==> config.mk <==
export PLATFORM = sky130hd
export DESIGN_NAME = sram_async_ctrl
export DESIGN_NICKNAME = d
export VERILOG_FILES = /design/src/rtl/sram_ctrl_pkg.sv /design/src/rtl/sram_pwrup_timer.sv /design/src/rtl/sram_phase_timer.sv /design/src/rtl/sram_seq_fsm.sv /design/src/rtl/sram_xfer_regs.sv /design/src/rtl/sram_async_ctrl.sv
export SDC_FILE = /design/constraint.sdc
export NUM_CORES = 1
export LEC_CHECK = 0
export ABC_CLOCK_PERIOD_IN_PS = 4300
export CAP_MARGIN = 20
export CORE_AREA = 2 2 87 89
export DETAILED_ROUTE_END_ITERATION = 10
export DIE_AREA = 0 0 89 91
export SLEW_MARGIN = 10
export SYNTH_ARGS = -nofsm -noshare
export SYNTH_HDL_FRONTEND = slang
export SYNTH_SLANG_ARGS = --single-unit
==> constraint.sdc <==
create_clock -name clk -period 4.3 [get_ports clk]
set_input_delay 0.86 -clock clk [delete_from_list [all_inputs] [get_ports clk]]
set_output_delay 0.86 -clock clk [all_outputs]
set_load 0.005 [all_outputs]
==> src/rtl/sram_ctrl_pkg.sv <==
package sram_ctrl_pkg;

    typedef enum logic [2:0] {
        ST_PWRUP,
        ST_IDLE,
        ST_TURN,
        ST_WSETUP,
        ST_WPULSE,
        ST_WHOLD,
        ST_RSTROBE,
        ST_DONE
    } ctrl_state_e;

    // Whole clock cycles covering a minimum time; at least one cycle.
    function automatic int ps_to_cyc(input int ps, input int clk_ps);
        if (ps <= 0) return 1;
        return (ps + clk_ps - 1) / clk_ps;
    endfunction

    function automatic int imax(input int a, input int b);
        return (a > b) ? a : b;
    endfunction

endpackage

==> src/rtl/sram_pwrup_timer.sv <==
module sram_pwrup_timer #(
    parameter int CYCLES = 12500
) (
    input  logic clk,
    input  logic rst,
    output logic ready
);
    localparam int CW = $clog2(CYCLES + 1);

    logic [CW-1:0] cnt_q;

    always_ff @(posedge clk) begin
        if (rst) begin
            cnt_q <= '0;
            ready <= 1'b0;
        end else if (!ready) begin
            if (cnt_q == CW'(CYCLES - 1)) ready <= 1'b1;
            cnt_q <= cnt_q + 1'b1;
        end
    end

endmodule

==> src/rtl/sram_phase_timer.sv <==
module sram_phase_timer #(
    parameter int CW = 2
) (
    input  logic          clk,
    input  logic          rst,
    input  logic          load,
    input  logic [CW-1:0] len,
    output logic          last
);
    logic [CW-1:0] cnt_q;

    always_ff @(posedge clk) begin
        if (rst) begin
            cnt_q <= '0;
        end else if (load) begin
            cnt_q <= len - CW'(1);
        end else if (cnt_q != '0) begin
            cnt_q <= cnt_q - CW'(1);
        end
    end

    assign last = (cnt_q == '0);

endmodule

==> src/rtl/sram_seq_fsm.sv <==
module sram_seq_fsm
    import sram_ctrl_pkg::*;
#(
    parameter int ASU_C  = 1,
    parameter int WP_C   = 1,
    parameter int WH_C   = 1,
    parameter int RD_C   = 2,
    parameter int TURN_C = 1
) (
    input  logic clk,
    input  logic rst,
    input  logic ready,
    input  logic host_req,
    input  logic host_we,
    output logic accept,
    output logic capture,
    output logic mem_ce_n,
    output logic mem_oe_n,
    output logic mem_we_n,
    output logic mem_dq_oe,
    output logic host_ack
);
    localparam int MAX_C = imax(imax(ASU_C, WP_C), imax(imax(WH_C, RD_C), TURN_C));
    localparam int CW    = $clog2(MAX_C + 1);
    localparam int WCW   = $clog2(WP_C + 2);

    ctrl_state_e   state_q, state_d;
    logic          turn_q;
    logic          last;
    logic          load;
    logic [CW-1:0] len_d;

    // next state
    always_comb begin
        state_d = state_q;
        unique case (state_q)
            ST_PWRUP:   if (ready) state_d = ST_IDLE;
            ST_IDLE: begin
                if (host_req) begin
                    if (!host_we)    state_d = ST_RSTROBE;
                    else if (turn_q) state_d = ST_TURN;
                    else             state_d = ST_WSETUP;
                end
            end
            ST_TURN:    if (last) state_d = ST_WSETUP;
            ST_WSETUP:  if (last) state_d = ST_WPULSE;
            ST_WPULSE:  if (last) state_d = ST_WHOLD;
            ST_WHOLD:   if (last) state_d = ST_DONE;
            ST_RSTROBE: if (last) state_d = ST_DONE;
            ST_DONE:    state_d = ST_IDLE;
            default:    state_d = ST_IDLE;
        endcase
    end

    // phase length of the state being entered
    always_comb begin
        unique case (state_d)
            ST_TURN:    len_d = CW'(TURN_C);
            ST_WSETUP:  len_d = CW'(ASU_C);
            ST_WPULSE:  len_d = CW'(WP_C);
            ST_WHOLD:   len_d = CW'(WH_C);
            ST_RSTROBE: len_d = CW'(RD_C);
            default:    len_d = CW'(1);
        endcase
    end

    assign load    = (state_d != state_q);
    assign accept  = (state_q == ST_IDLE) && host_req;
    assign capture = (state_q == ST_RSTROBE) && last;

    sram_phase_timer #(.CW(CW)) phase_i (
        .clk  (clk),
        .rst  (rst),
        .load (load),
        .len  (len_d),
        .last (last)
    );

    // state register and read/write history
    always_ff @(posedge clk) begin
        if (rst) begin
            state_q <= ST_PWRUP;
            turn_q  <= 1'b0;
        end else begin
            state_q <= state_d;
            if (capture)                 turn_q <= 1'b1;
            else if (state_d == ST_WSETUP) turn_q <= 1'b0;
        end
    end

    // registered pin outputs decoded from the next state
    always_ff @(posedge clk) begin
        if (rst) begin
            mem_ce_n  <= 1'b1;
            mem_oe_n  <= 1'b1;
            mem_we_n  <= 1'b1;
            mem_dq_oe <= 1'b0;
            host_ack  <= 1'b0;
        end else begin
            mem_ce_n  <= !(state_d inside {ST_WSETUP, ST_WPULSE, ST_WHOLD, ST_RSTROBE});
            mem_oe_n  <= (state_d != ST_RSTROBE);
            mem_we_n  <= (state_d != ST_WPULSE);
            mem_dq_oe <= (state_d == ST_WPULSE);
            host_ack  <= (state_d == ST_DONE);
        end
    end

    // write pulse width tracker for the checker below
    logic [WCW-1:0] wlow_cnt;
    always_ff @(posedge clk) begin
        if (rst)            wlow_cnt <= '0;
        else if (!mem_we_n) wlow_cnt <= wlow_cnt + 1'b1;
        else                wlow_cnt <= '0;
    end

    AST_NO_EARLY_ACCESS: assert property (@(posedge clk) disable iff (rst)
        !ready |-> (mem_ce_n && !host_ack));
    AST_WE_PULSE_WIDTH: assert property (@(posedge clk) disable iff (rst)
        $rose(mem_we_n) |-> (wlow_cnt >= WCW'(WP_C)));
    AST_READ_STROBES: assert property (@(posedge clk) disable iff (rst)
        !mem_oe_n |-> (!mem_ce_n && mem_we_n));
    AST_OE_HIGH_IN_WRITE: assert property (@(posedge clk) disable iff (rst)
        !mem_we_n |-> mem_oe_n);
    AST_DRIVE_IN_PULSE: assert property (@(posedge clk) disable iff (rst)
        mem_dq_oe |-> (!mem_we_n && !mem_ce_n));
    AST_ACK_SINGLE: assert property (@(posedge clk) disable iff (rst)
        host_ack |=> !host_ack);
    AST_ACK_DESELECTED: assert property (@(posedge clk) disable iff (rst)
        host_ack |-> mem_ce_n);

endmodule

==> src/rtl/sram_xfer_regs.sv <==
module sram_xfer_regs #(
    parameter int AW = 18,
    parameter int DW = 4
) (
    input  logic          clk,
    input  logic          rst,
    input  logic          accept,
    input  logic          wr_sel,
    input  logic [AW-1:0] host_addr,
    input  logic [DW-1:0] host_wdata,
    input  logic          capture,
    input  logic [DW-1:0] mem_dq_in,
    output logic [AW-1:0] mem_addr,
    output logic [DW-1:0] mem_dq_out,
    output logic [DW-1:0] host_rdata
);
    always_ff @(posedge clk) begin
        if (rst) begin
            mem_addr   <= '0;
            mem_dq_out <= '0;
            host_rdata <= '0;
        end else begin
            if (accept)           mem_addr   <= host_addr;
            if (accept && wr_sel) mem_dq_out <= host_wdata;
            if (capture)          host_rdata <= mem_dq_in;
        end
    end

endmodule

==> src/rtl/sram_async_ctrl.sv <==
module sram_async_ctrl
    import sram_ctrl_pkg::*;
#(
    parameter int ADDR_W     = 18,
    parameter int DATA_W     = 4,
    parameter int CLK_PS     = 8000,
    parameter int T_ASU_PS   = 0,
    parameter int T_WP_PS    = 7000,
    parameter int T_DSU_PS   = 6000,
    parameter int T_WH_PS    = 0,
    parameter int T_AA_PS    = 10000,
    parameter int T_OE_PS    = 5000,
    parameter int T_HZ_PS    = 5000,
    parameter int T_PWRUP_PS = 100_000_000
) (
    input  logic              clk,
    input  logic              rst,
    input  logic              host_req,
    input  logic              host_we,
    input  logic [ADDR_W-1:0] host_addr,
    input  logic [DATA_W-1:0] host_wdata,
    output logic              host_ack,
    output logic [DATA_W-1:0] host_rdata,
    output logic [ADDR_W-1:0] mem_addr,
    output logic              mem_ce_n,
    output logic              mem_oe_n,
    output logic              mem_we_n,
    output logic [DATA_W-1:0] mem_dq_out,
    output logic              mem_dq_oe,
    input  logic [DATA_W-1:0] mem_dq_in
);
    localparam int ASU_C  = ps_to_cyc(T_ASU_PS, CLK_PS);
    localparam int WP_C   = imax(ps_to_cyc(T_WP_PS, CLK_PS), ps_to_cyc(T_DSU_PS, CLK_PS));
    localparam int WH_C   = ps_to_cyc(T_WH_PS, CLK_PS);
    localparam int RD_C   = imax(ps_to_cyc(T_AA_PS, CLK_PS), ps_to_cyc(T_OE_PS, CLK_PS));
    localparam int TURN_C = ps_to_cyc(T_HZ_PS, CLK_PS);
    localparam int PWR_C  = ps_to_cyc(T_PWRUP_PS, CLK_PS);

    logic ready;
    logic accept;
    logic capture;

    sram_pwrup_timer #(.CYCLES(PWR_C)) pwrup_i (
        .clk   (clk),
        .rst   (rst),
        .ready (ready)
    );

    sram_seq_fsm #(
        .ASU_C  (ASU_C),
        .WP_C   (WP_C),
        .WH_C   (WH_C),
        .RD_C   (RD_C),
        .TURN_C (TURN_C)
    ) fsm_i (
        .clk       (clk),
        .rst       (rst),
        .ready     (ready),
        .host_req  (host_req),
        .host_we   (host_we),
        .accept    (accept),
        .capture   (capture),
        .mem_ce_n  (mem_ce_n),
        .mem_oe_n  (mem_oe_n),
        .mem_we_n  (mem_we_n),
        .mem_dq_oe (mem_dq_oe),
        .host_ack  (host_ack)
    );

    sram_xfer_regs #(.AW(ADDR_W), .DW(DATA_W)) regs_i (
        .clk        (clk),
        .rst        (rst),
        .accept     (accept),
        .wr_sel     (host_we),
        .host_addr  (host_addr),
        .host_wdata (host_wdata),
        .capture    (capture),
        .mem_dq_in  (mem_dq_in),
        .mem_addr   (mem_addr),
        .mem_dq_out (mem_dq_out),
        .host_rdata (host_rdata)
    );

    AST_ADDR_FROZEN: assert property (@(posedge clk) disable iff (rst)
        (!mem_ce_n && $past(!mem_ce_n)) |-> $stable(mem_addr));

endmodule

==> results.md, run 1 <==
- Status: complete, no violations
- Final Cycle Share: 59.9%
- Post-CTS Resized: 0
- CTS Buf Count: 5
- Asr flop ratio synth: 0%
- DP HPWL: 3150 µm
- Dpl cell area: 2750 µm²
- CTS tree: yes
- Hold Crit Class: reg2reg
- Grt total ovfl: 0
- Pin count of the biggest net entering global routing: 30
- Clock latency at the later pin of the worst-skew pair: 0.30 ns
- Fmax: 388 MHz
- Worst relative slew slack: 48.0%
- Area delta synth->final: 36.5%
- Sw Share: 21.6%
- Syn Area/Cell: 8.77 µm²
- Clk root buf: clkbuf_8
- Clock-pin slew on the worst setup and hold paths: 0.09 ns
- Share of layout cells above drive strength 1: 4.78%
- WL final: 4470 µm
- Seq cells post-synth: 52
- Finished Layout Cells: 392
- H-tree Lvls: 2
- Worst path arrival time: 2.76 ns
- Diode count: 0
- Critical path class: in2reg
- Clock power share: 35.2%
- ANT nets after route: 0
- 1st-iter DRT viols: 43
- Total Power: 825 µW
- Slowest stage cell, crit path: and2_1
- Startpoint class of the critical path: input port
- WL/cell: 11.4 µm
- Minimum clock period: 2.58 ns
- Critical path's top delay family: simple AND/OR/NAND/NOR gates
- Fin. Hold Viols: 0
- Post-synth top area cell: dfxtp_1
- Pleak: 1.02 nW
- Port bufs: 60
- CP bufs+invs: 1
- Post-CTS Setup Inserts: 0
- Initial antenna violation count: 0
- TritonRoute pass-1 iters: 4
- Endpoints failing setup: 0
- First-pass GRT wire length: 7610 µm
- Top-count cell post-synth: dfxtp_1
- Share of the synthesized area in the top cell type: 49.9%
- Ys flop type: dfxtp_1
- Syn_nets: 269
- Setup_tns: 0 ns
- Placed Instances: 384
- Distinct cells, synth: 42
- RSZ-0062 raised after global routing: false
- Vias per cell: 4.41
- Cell Chain, Critical Path: clkdlybuf4s50_1, nor2b_1, and2_1, nand2_1, nand2_1, a21oi_1
- Number of remaining DRC errors: 0
- Starting Density: 29.3%
- Sw Pwr: 178 µW
- Cell mode on critical path: nand2_1
- Mapped Cells: 238
- Layout Utilization: 39.9%
- Synth area leaders: dfxtp_1, nand2_1, a21oi_1
- Core Rows: 31
- Fin area: 2850 µm²
- Vias after detailed routing: 1,729
- Final Slew Violations: 0
- Post-synthesis sequential area ratio: 49.9%
- Max Cap Violations: 0
- Core ar.: 7140 µm²
- Power per cell area: 290 nW/µm²
- # nets final: 323
- Worst path required time: 4.48 ns
- Worst slew pin tran: 0.780 ns
- Hold_ws: 0.457 ns
- Total track usage: 11.7%
- Ports: 61
- Internal power: 647 µW
- CP max stage delay: 0.67 ns
- Flop pwr share: 59.0%
- Die ar.: 8100 µm²
- Worst Setup End Kind: flop
- Vias in the first global route: 1,703
- Chip Width: 89 µm
- Number of synthesized flops with an enable pin: 0
- Peak VDD IR: 0.0000950 V
- Hold Buf Count CTS: 0
- Synthesis Warnings: 0
- Combinational Power Share: 5.9%
- Clk sink count: 52
- Setup slack after layout: 1.72 ns
- Gpl congestion: 0.749
- CP max FO: 23
- Die Y: 91 µm
- Clock skew: 0.00772 ns
- List of most frequent post-synthesis cells: dfxtp_1, nand2_1, nor2_1
- Clock Path Buffers: 2
- Place WS: 1.37 ns
- Netlist Area Pre-Place: 2090 µm²
[registers in the layout, summed over array words and instances (netlist names)]
name	count
regs_i.mem_addr	18
pwrup_i.cnt_q	14
regs_i.host_rdata	4
regs_i.mem_dq_out	4
fsm_i.state_q	3
fsm_i.phase_i.cnt_q	2
fsm_i.host_ack	1
fsm_i.mem_ce_n	1
fsm_i.mem_dq_oe	1
fsm_i.mem_oe_n	1
fsm_i.mem_we_n	1
fsm_i.turn_q	1
pwrup_i.ready	1
[final timing paths]
check                 startpoint                    to  slack [ns]  depth (start not counted)
max                     host_req  regs_i.mem_dq_out[3]        1.72                          6
min reg2reg  regs_i.mem_addr[15]   regs_i.mem_addr[15]        0.46                          2
min          regs_i.mem_addr[15]   regs_i.mem_addr[15]        0.46                          2
max reg2reg     fsm_i.state_q[0]  regs_i.mem_dq_out[3]        2.30                          5
[power groups by stage]
stage               Combinational (mW)  Sequential [mW]  Clock, mW
CTS                             0.0491            0.487      0.306
floorplan                       0.0164            0.497          0
global route                    0.0526            0.487      0.323
global placement                0.0490            0.498          0
detailed placement              0.0488            0.498          0
finish                          0.0484            0.487      0.290
[kinds of logic (layout without fill, tap and decap cells)]
kind of cell	Yosys count	in the layout	share of synthesized area, %
multiplexers	8	8	3.89
flip-flops	52	52	49.9
AO/OA/AOI/OAI	35	35	10.4
buffers and inverters	15	70	3.35
adder cells (fa/ha/maj)	1	1	0.599
XOR/XNOR	14	14	5.87
AND/OR/NAND/NOR	113	113	26.0
[tightest hold or removal path: stages (launching register included)]
cell	delay (ns)
dfxtp_1	0.32
nand2_1	0.05
a21oi_1	0.05
[cell type report]
cell class	count	area, µm²
Clock buffer	6	82.6
Clock inverter	2	13.8
Fill cell	749	4290
Inverter	1	3.75
Multi-Input combinational cell	171	977
Sequential cell	52	1040
Tap cell	99	124
Timing Repair Buffer	61	608
[routing by layer]
layer | wire [µm] | vias to the layer above | GRT usage [%]
met2 | 2020 | 43 | 18.1
met5 | 0 | - | 0
met4 | 42 | 0 | 4.10
met3 | 310 | 2 | 3.55
met1 | 2100 | 778 | 15.3
li1 | - | 906 | -
[layout by cell type, fill, tap and decap left out, types with 2 or more instances in the layout]
| master | instances |
|---|---|
| xnor2_1 | 3 |
| nor2_1 | 25 |
| and2_1 | 6 |
| mux2i_1 | 7 |
| a21oi_1 | 23 |
| clkdlybuf4s50_1 | 60 |
| dfxtp_1 | 52 |
| nand4_1 | 3 |
| o21a_1 | 2 |
| and4_1 | 2 |
| nand3_1 | 9 |
| nor2b_1 | 4 |
| xor2_1 | 11 |
| clkbuf_8 | 6 |
| nand2b_1 | 5 |
| nand2_1 | 48 |
(Power assumes the default switching activity.)
==> run 2: changes to the inputs <==
--- a/config.mk
+++ b/config.mk
@@ -5,7 +5,7 @@
 export SDC_FILE = /design/constraint.sdc
 export NUM_CORES = 1
 export LEC_CHECK = 0
-export ABC_CLOCK_PERIOD_IN_PS = 4300
+export ABC_CLOCK_PERIOD_IN_PS = 2200
 export CAP_MARGIN = 20
 export CORE_AREA = 2 2 87 89
 export DETAILED_ROUTE_END_ITERATION = 10
==> constraint.sdc (replaced) <==
create_clock -name clk -period 2.2 [get_ports clk]
set_input_delay 0.44 -clock clk [delete_from_list [all_inputs] [get_ports clk]]
set_output_delay 0.44 -clock clk [all_outputs]
set_load 0.005 [all_outputs]
==> run 2 against run 1 <==
Effect of this change:
- sequential power up 95%
- flip-flop and latch count unchanged
- clock-buffer cell count unchanged
- non-clock buffer count up 6
- largest cell class unchanged
==> results.md, run 2 (synthesis results as in run 1) <==
- Starting Density: 29.3%
- TritonRoute pass-1 iters: 4
- Diode count: 0
- Number of remaining DRC errors: 0
- Combinational Power Share: 5.6%
- Ports: 61
- Storage element area: 1040 µm²
- Vias per cell: 4.40
- Total track usage: 11.7%
- Finished Layout Cells: 398
- CP max FO: 13
- Internal power: 1.35 mW
- Initial antenna violation count: 0
- Vias after detailed routing: 1,751
- Clk sink count: 52
- Hold Buf Count CTS: 0
- Core ar.: 7140 µm²
- R2r endpoint: fsm_i.phase_i.cnt_q[0]
- Sw Share: 20.0%
- Gpl congestion: 0.727
- Multi-input gate area: 977 µm²
- Startpoint class of the critical path: flop
- Area delta synth->final: 39.2%
- CTS Buf Count: 5
- Worst slew pin tran: 0.464 ns
- Share of layout cells above drive strength 1: 6.35%
- Setup_tns: 0 ns
- Peak VDD IR: 0.000322 V
- Most frequent cells in the layout: clkdlybuf4s50_1, dfxtp_1, nand2_1
- Max Cap Violations: 0
- Clock latency at the later pin of the worst-skew pair: 0.30 ns
- Post-CTS Resized: 0
- RSZ-0062 raised after global routing: false
- First-pass GRT wire length: 7530 µm
- Vias in the first global route: 1,664
- Status: complete, no violations
- Dpl cell area: 2800 µm²
- Die Y: 91 µm
- Power per cell area: 579 nW/µm²
- WL/cell: 11.3 µm
- Critical path class: reg2reg
- Worst path arrival time: 1.96 ns
- Worst Setup End Kind: flop
- Fmax: 581 MHz
- Hold path depth: 2
- Die ar.: 8100 µm²
- Worst hold start: regs_i.mem_addr[1]
- Placed Instances: 390
- Top flop regs: regs_i.mem_addr (18), pwrup_i.cnt_q (14)
- Most flops, register: regs_i.mem_addr
- Pleak: 1.05 nW
- Clock skew: 0.00886 ns
- Most common cell after layout, fill and taps aside: clkdlybuf4s50_1
- Reg2reg path depth: 5
- CTS tree: yes
- Chip Width: 89 µm
- Grt total ovfl: 0
- Clock power share: 37.9%
- Port bufs: 60
- Worst r2r src: fsm_i.state_q[0]
- Fin. Hold Viols: 0
- Clock Path Buffers: 2
- Largest register FFs: 18
- Final Slew Violations: 0
- Worst path required time: 2.44 ns
- 1st-iter DRT viols: 36
- Fin area: 2910 µm²
- # nets final: 329
- Filler cell count: 755
- Hold Crit Class: reg2reg
- WL final: 4510 µm
- Core Rows: 31
- Pin count of the biggest net entering global routing: 46
- R2r setup slk: 0.48 ns
- Clk root buf: clkbuf_8
- DP HPWL: 3100 µm
- Total Power: 1.68 mW
- H-tree Lvls: 2
- Worst relative slew slack: 69.1%
- Post-CTS Setup Inserts: 0
- ANT nets after route: 0
- Endpoints failing setup: 0
- Clock-pin slew on the worst setup and hold paths: 0.09 ns
- Layout Utilization: 40.7%
- Minimum clock period: 1.72 ns
- Final Cycle Share: 78.3%
- Sw Pwr: 337 µW
- Flop pwr share: 56.5%
- Hold Path End: regs_i.mem_addr[1]
[run 2: cell count changes in the layout (fill, tap and decap cells not counted), sizes merged]
cell / delta
bufinv: +1
buf: +6
inv: -1
[run 2: metal layers]
layer	vias to the layer above	track usage (%)	wire, µm	share of wire (%)
met5	-	0	0	0
met4	0	5.22	54	1.2
met3	4	2.36	244	5.4
met2	43	18.0	2020	45
met1	789	15.5	2190	49
li1	915	-	-	-
[run 2: per-stage QoR]
| stage | hold WS (ns) | setup WS [ns] |
|---|---|---|
| final | 0.456 | 0.478 |
| after detailed placement | 0.446 | 0.200 |
| after CTS | 0.461 | 0.466 |
| after global routing | 0.474 | 0.357 |
| after floorplan | 0.453 | 0.569 |
| after global placement | 0.442 | 0.216 |
[run 2: how the worst max path moves through the flow]
stage / from / end / slack (ns)
global route: fsm_i.state_q[0] / fsm_i.phase_i.cnt_q[0] / 0.36
finish: fsm_i.state_q[0] / fsm_i.phase_i.cnt_q[0] / 0.48
floorplan: pwrup_i.ready / fsm_i.phase_i.cnt_q[0] / 0.57
detailed placement: host_req / fsm_i.phase_i.cnt_q[0] / 0.20
CTS: fsm_i.state_q[0] / fsm_i.phase_i.cnt_q[0] / 0.47
global placement: host_req / fsm_i.phase_i.cnt_q[0] / 0.22
[run 2: layout make-up]
class,instances,share of cell area [%]
Sequential cell,52,35.8
Clock buffer,6,2.50
Inverter,1,0.129
Clock inverter,2,1.21
Tap cell,99,4.26
Timing Repair Buffer,67,22.5
Multi-Input combinational cell,171,33.6
[run 2: power by group through the flow]
| stage | clock (mW) | sequential, mW | combinational, mW |
|---|---|---|---|
| after floorplan | 0 | 0.972 | 0.0321 |
| after global placement | 0 | 0.973 | 0.0967 |
| after detailed placement | 0 | 0.973 | 0.0959 |
| after CTS | 0.672 | 0.951 | 0.0967 |
| after global routing | 0.705 | 0.953 | 0.104 |
| final | 0.637 | 0.951 | 0.0949 |
[run 2: critical path, stage by stage, from the launching register on]
cell and delay (ns):
dfxtp_1 0.43, or4_1 0.53, o31a_1 0.12, o21a_1 0.13, or3_4 0.33, mux2i_1 0.12
==> run 3: changes to the inputs <==
--- a/config.mk
+++ b/config.mk
@@ -5,7 +5,7 @@
 export SDC_FILE = /design/constraint.sdc
 export NUM_CORES = 1
 export LEC_CHECK = 0
-export ABC_CLOCK_PERIOD_IN_PS = 2200
+export ABC_CLOCK_PERIOD_IN_PS = 1490
 export CAP_MARGIN = 20
 export CORE_AREA = 2 2 87 89
 export DETAILED_ROUTE_END_ITERATION = 10
==> constraint.sdc (replaced) <==
create_clock -name clk -period 1.49 [get_ports clk]
set_input_delay 0.298 -clock clk [delete_from_list [all_inputs] [get_ports clk]]
set_output_delay 0.298 -clock clk [all_outputs]
set_load 0.005 [all_outputs]
==> run 3 against run 2 <==
Effect of this change:
- the flow now finishes with violations (negative setup slack)
- via count increased by 3.7%
- non-clock buffer count increased by 17
- clock power increased by 100%
- hold slack got worse by 0.0031 ns
- die area unchanged
- first-iteration DRC count increased by 130%
- cell area increased by 8.8%
- sequential power increased by 47%
- critical path depth unchanged
- utilization increased by 3.6 points
- routed wire length increased by 4.4%
- setup slack got worse by 0.59 ns
==> results.md, run 3 (synthesis results as in run 1) <==
- Flop pwr share: 49.3%
- Share of layout cells above drive strength 1: 18.0%
- Vias after detailed routing: 1,816
- Worst path arrival time: 1.84 ns
- Vias per cell: 4.38
- Sw Pwr: 517 µW
- Minimum clock period: 1.60 ns
- R2r endpoint: fsm_i.phase_i.cnt_q[0]
- Worst path required time: 1.73 ns
- Worst slew pin tran: 0.380 ns
- Clock latency at the later pin of the worst-skew pair: 0.30 ns
- Clk root buf: clkbuf_8
- Initial antenna violation count: 0
- ANT nets after route: 0
- Worst Setup End Kind: flop
- Setup_tns: -0.391 ns
- Startpoint class of the critical path: flop
- Number of remaining DRC errors: 0
- Grt total ovfl: 0
- DP HPWL: 3390 µm
- Pleak: 1.33 nW
- Core ar.: 7140 µm²
- Final Cycle Share: 108%
- WL/cell: 11.3 µm
- Most common cell after layout, fill and taps aside: clkdlybuf4s50_1
- Ports: 61
- Setup slack after layout: -0.115 ns
- Fmax: 623 MHz
- Internal power: 2.33 mW
- Critical Path End: fsm_i.phase_i.cnt_q[0]
- Diode count: 0
- Clk sink count: 52
- Endpoints failing setup: 5
- Die Y: 91 µm
- Cell Chain, Critical Path: or4_1, o31a_1, o21a_1, or3_4, mux2i_1
- Fin. Hold Viols: 0
- Peak VDD IR: 0.000391 V
- R2r setup slk: -0.11 ns
- Slowest stage cell, crit path: or4_1
- Filler cell count: 726
- Top flop regs: regs_i.mem_addr (18), pwrup_i.cnt_q (14)
- 1st-iter DRT viols: 81
- First-pass GRT wire length: 7490 µm
- Power per cell area: 901 nW/µm²
- Clock-pin slew on the worst setup and hold paths: 0.09 ns
- Core Rows: 31
- RSZ-0062 raised after global routing: true
- Starting Density: 29.3%
- Max Cap Violations: 0
- Gpl congestion: 0.788
- Clock skew: 0.00430 ns
- H-tree Lvls: 2
- Reg2reg path depth: 5
- Combinational Power Share: 5.2%
- Total Power: 2.85 mW
- CP max stage delay: 0.51 ns
- TritonRoute pass-1 iters: 4
- Failing checks: negative setup slack
- Vias in the first global route: 1,712
- Area delta synth->final: 51.5%
- Critical path class: reg2reg
- Total track usage: 11.5%
- Clock power share: 45.5%
- Sw Share: 18.1%
- Hold Crit Class: reg2reg
- Port bufs: 60
- Worst relative slew slack: 74.2%
- CP max FO: 2
- Place WS: -0.373 ns
- Die ar.: 8100 µm²
- CTS tree: yes
- Most flops, register: regs_i.mem_addr
- Pin count of the biggest net entering global routing: 26
- WL final: 4710 µm
- Chip Width: 89 µm
- CP startpoint: fsm_i.state_q[1]
- Final Slew Violations: 0
- Most frequent cells in the layout: clkdlybuf4s50_1, nand2_1, dfxtp_1
- CTS Buf Count: 5
- Largest register FFs: 18
- Hold Buf Count CTS: 0
- Worst r2r src: fsm_i.state_q[1]
- Clock Path Buffers: 2
- Status: complete, but fails checks
- # nets final: 346
-- run 3: final cells by class --
cell class / count / area, µm² / share of cell area [%]
well taps: 99 / 124 / 3.92
flip-flops and latches: 52 / 1060 / 33.4
clock buffers: 5 / 68.8 / 2.18
clock inverters: 3 / 90.1 / 2.85
repair buffers: 84 / 817 / 25.8
multi-input cells: 171 / 1000 / 31.7
inverters: 1 / 3.75 / 0.119
-- run 3: what timing repair did --
| item | CTS | global route |
|---|---|---|
| pin swaps | 1 | 2 |
| setup buffers | 0 | 1 |
| cloned | 0 | 0 |
| setup endpoints to repair | 9 | 53 |
| gates resized for setup | 3 | 27 |
-- run 3: power groups by stage --
stage                     clock, mW  combinational (mW)  sequential (mW)
after detailed placement          0               0.147             1.44
after global placement            0               0.148             1.44
after global routing           1.40               0.160             1.41
final                          1.30               0.148             1.40
after floorplan                   0              0.0475             1.44
after CTS                      1.34               0.149             1.40
-- run 3: worst min path at each step --
stage	slack, ns	to	cells after the start	from
2_1_floorplan	0.43	regs_i.mem_addr[0]	2	host_addr[0]
3_3_place_gp	0.44	regs_i.mem_addr[3]	2	regs_i.mem_addr[3]
3_5_place_dp	0.45	regs_i.mem_addr[4]	2	regs_i.mem_addr[4]
4_1_cts	0.46	regs_i.mem_addr[4]	2	regs_i.mem_addr[4]
5_1_grt	0.48	regs_i.mem_addr[15]	2	regs_i.mem_addr[15]
6_report	0.45	regs_i.mem_addr[12]	2	regs_i.mem_addr[12]
-- run 3: metrics by stage --
stage          instance area, µm²  hold slack (ns)  utilization [%]  instances
2_1_floorplan                2090            0.434                -        238
3_3_place_gp                 2930            0.442             41.1        406
3_5_place_dp                 2930            0.446             41.1        406
4_1_cts                      3100            0.461             43.4        414
5_1_grt                      3160            0.475             44.3        415
6_report                     3160            0.453             44.3        415
-- run 3: worst max-delay path, delay by kind of cell (launching register included) --
family	cells	cell delay, ns
muxes	1	0.12
and+or+nand+nor	2	0.84
DFF	1	0.33
AOI/OAI and AO/OA	2	0.25
-- run 3: routing by layer --
layer	global-route usage, %	wire length (µm)	vias to the layer above
met3	3.91	327	4
met1	13.2	2180	816
met4	3.61	33	0
met5	0	0	-
li1	-	-	948
met2	19.9	2170	48
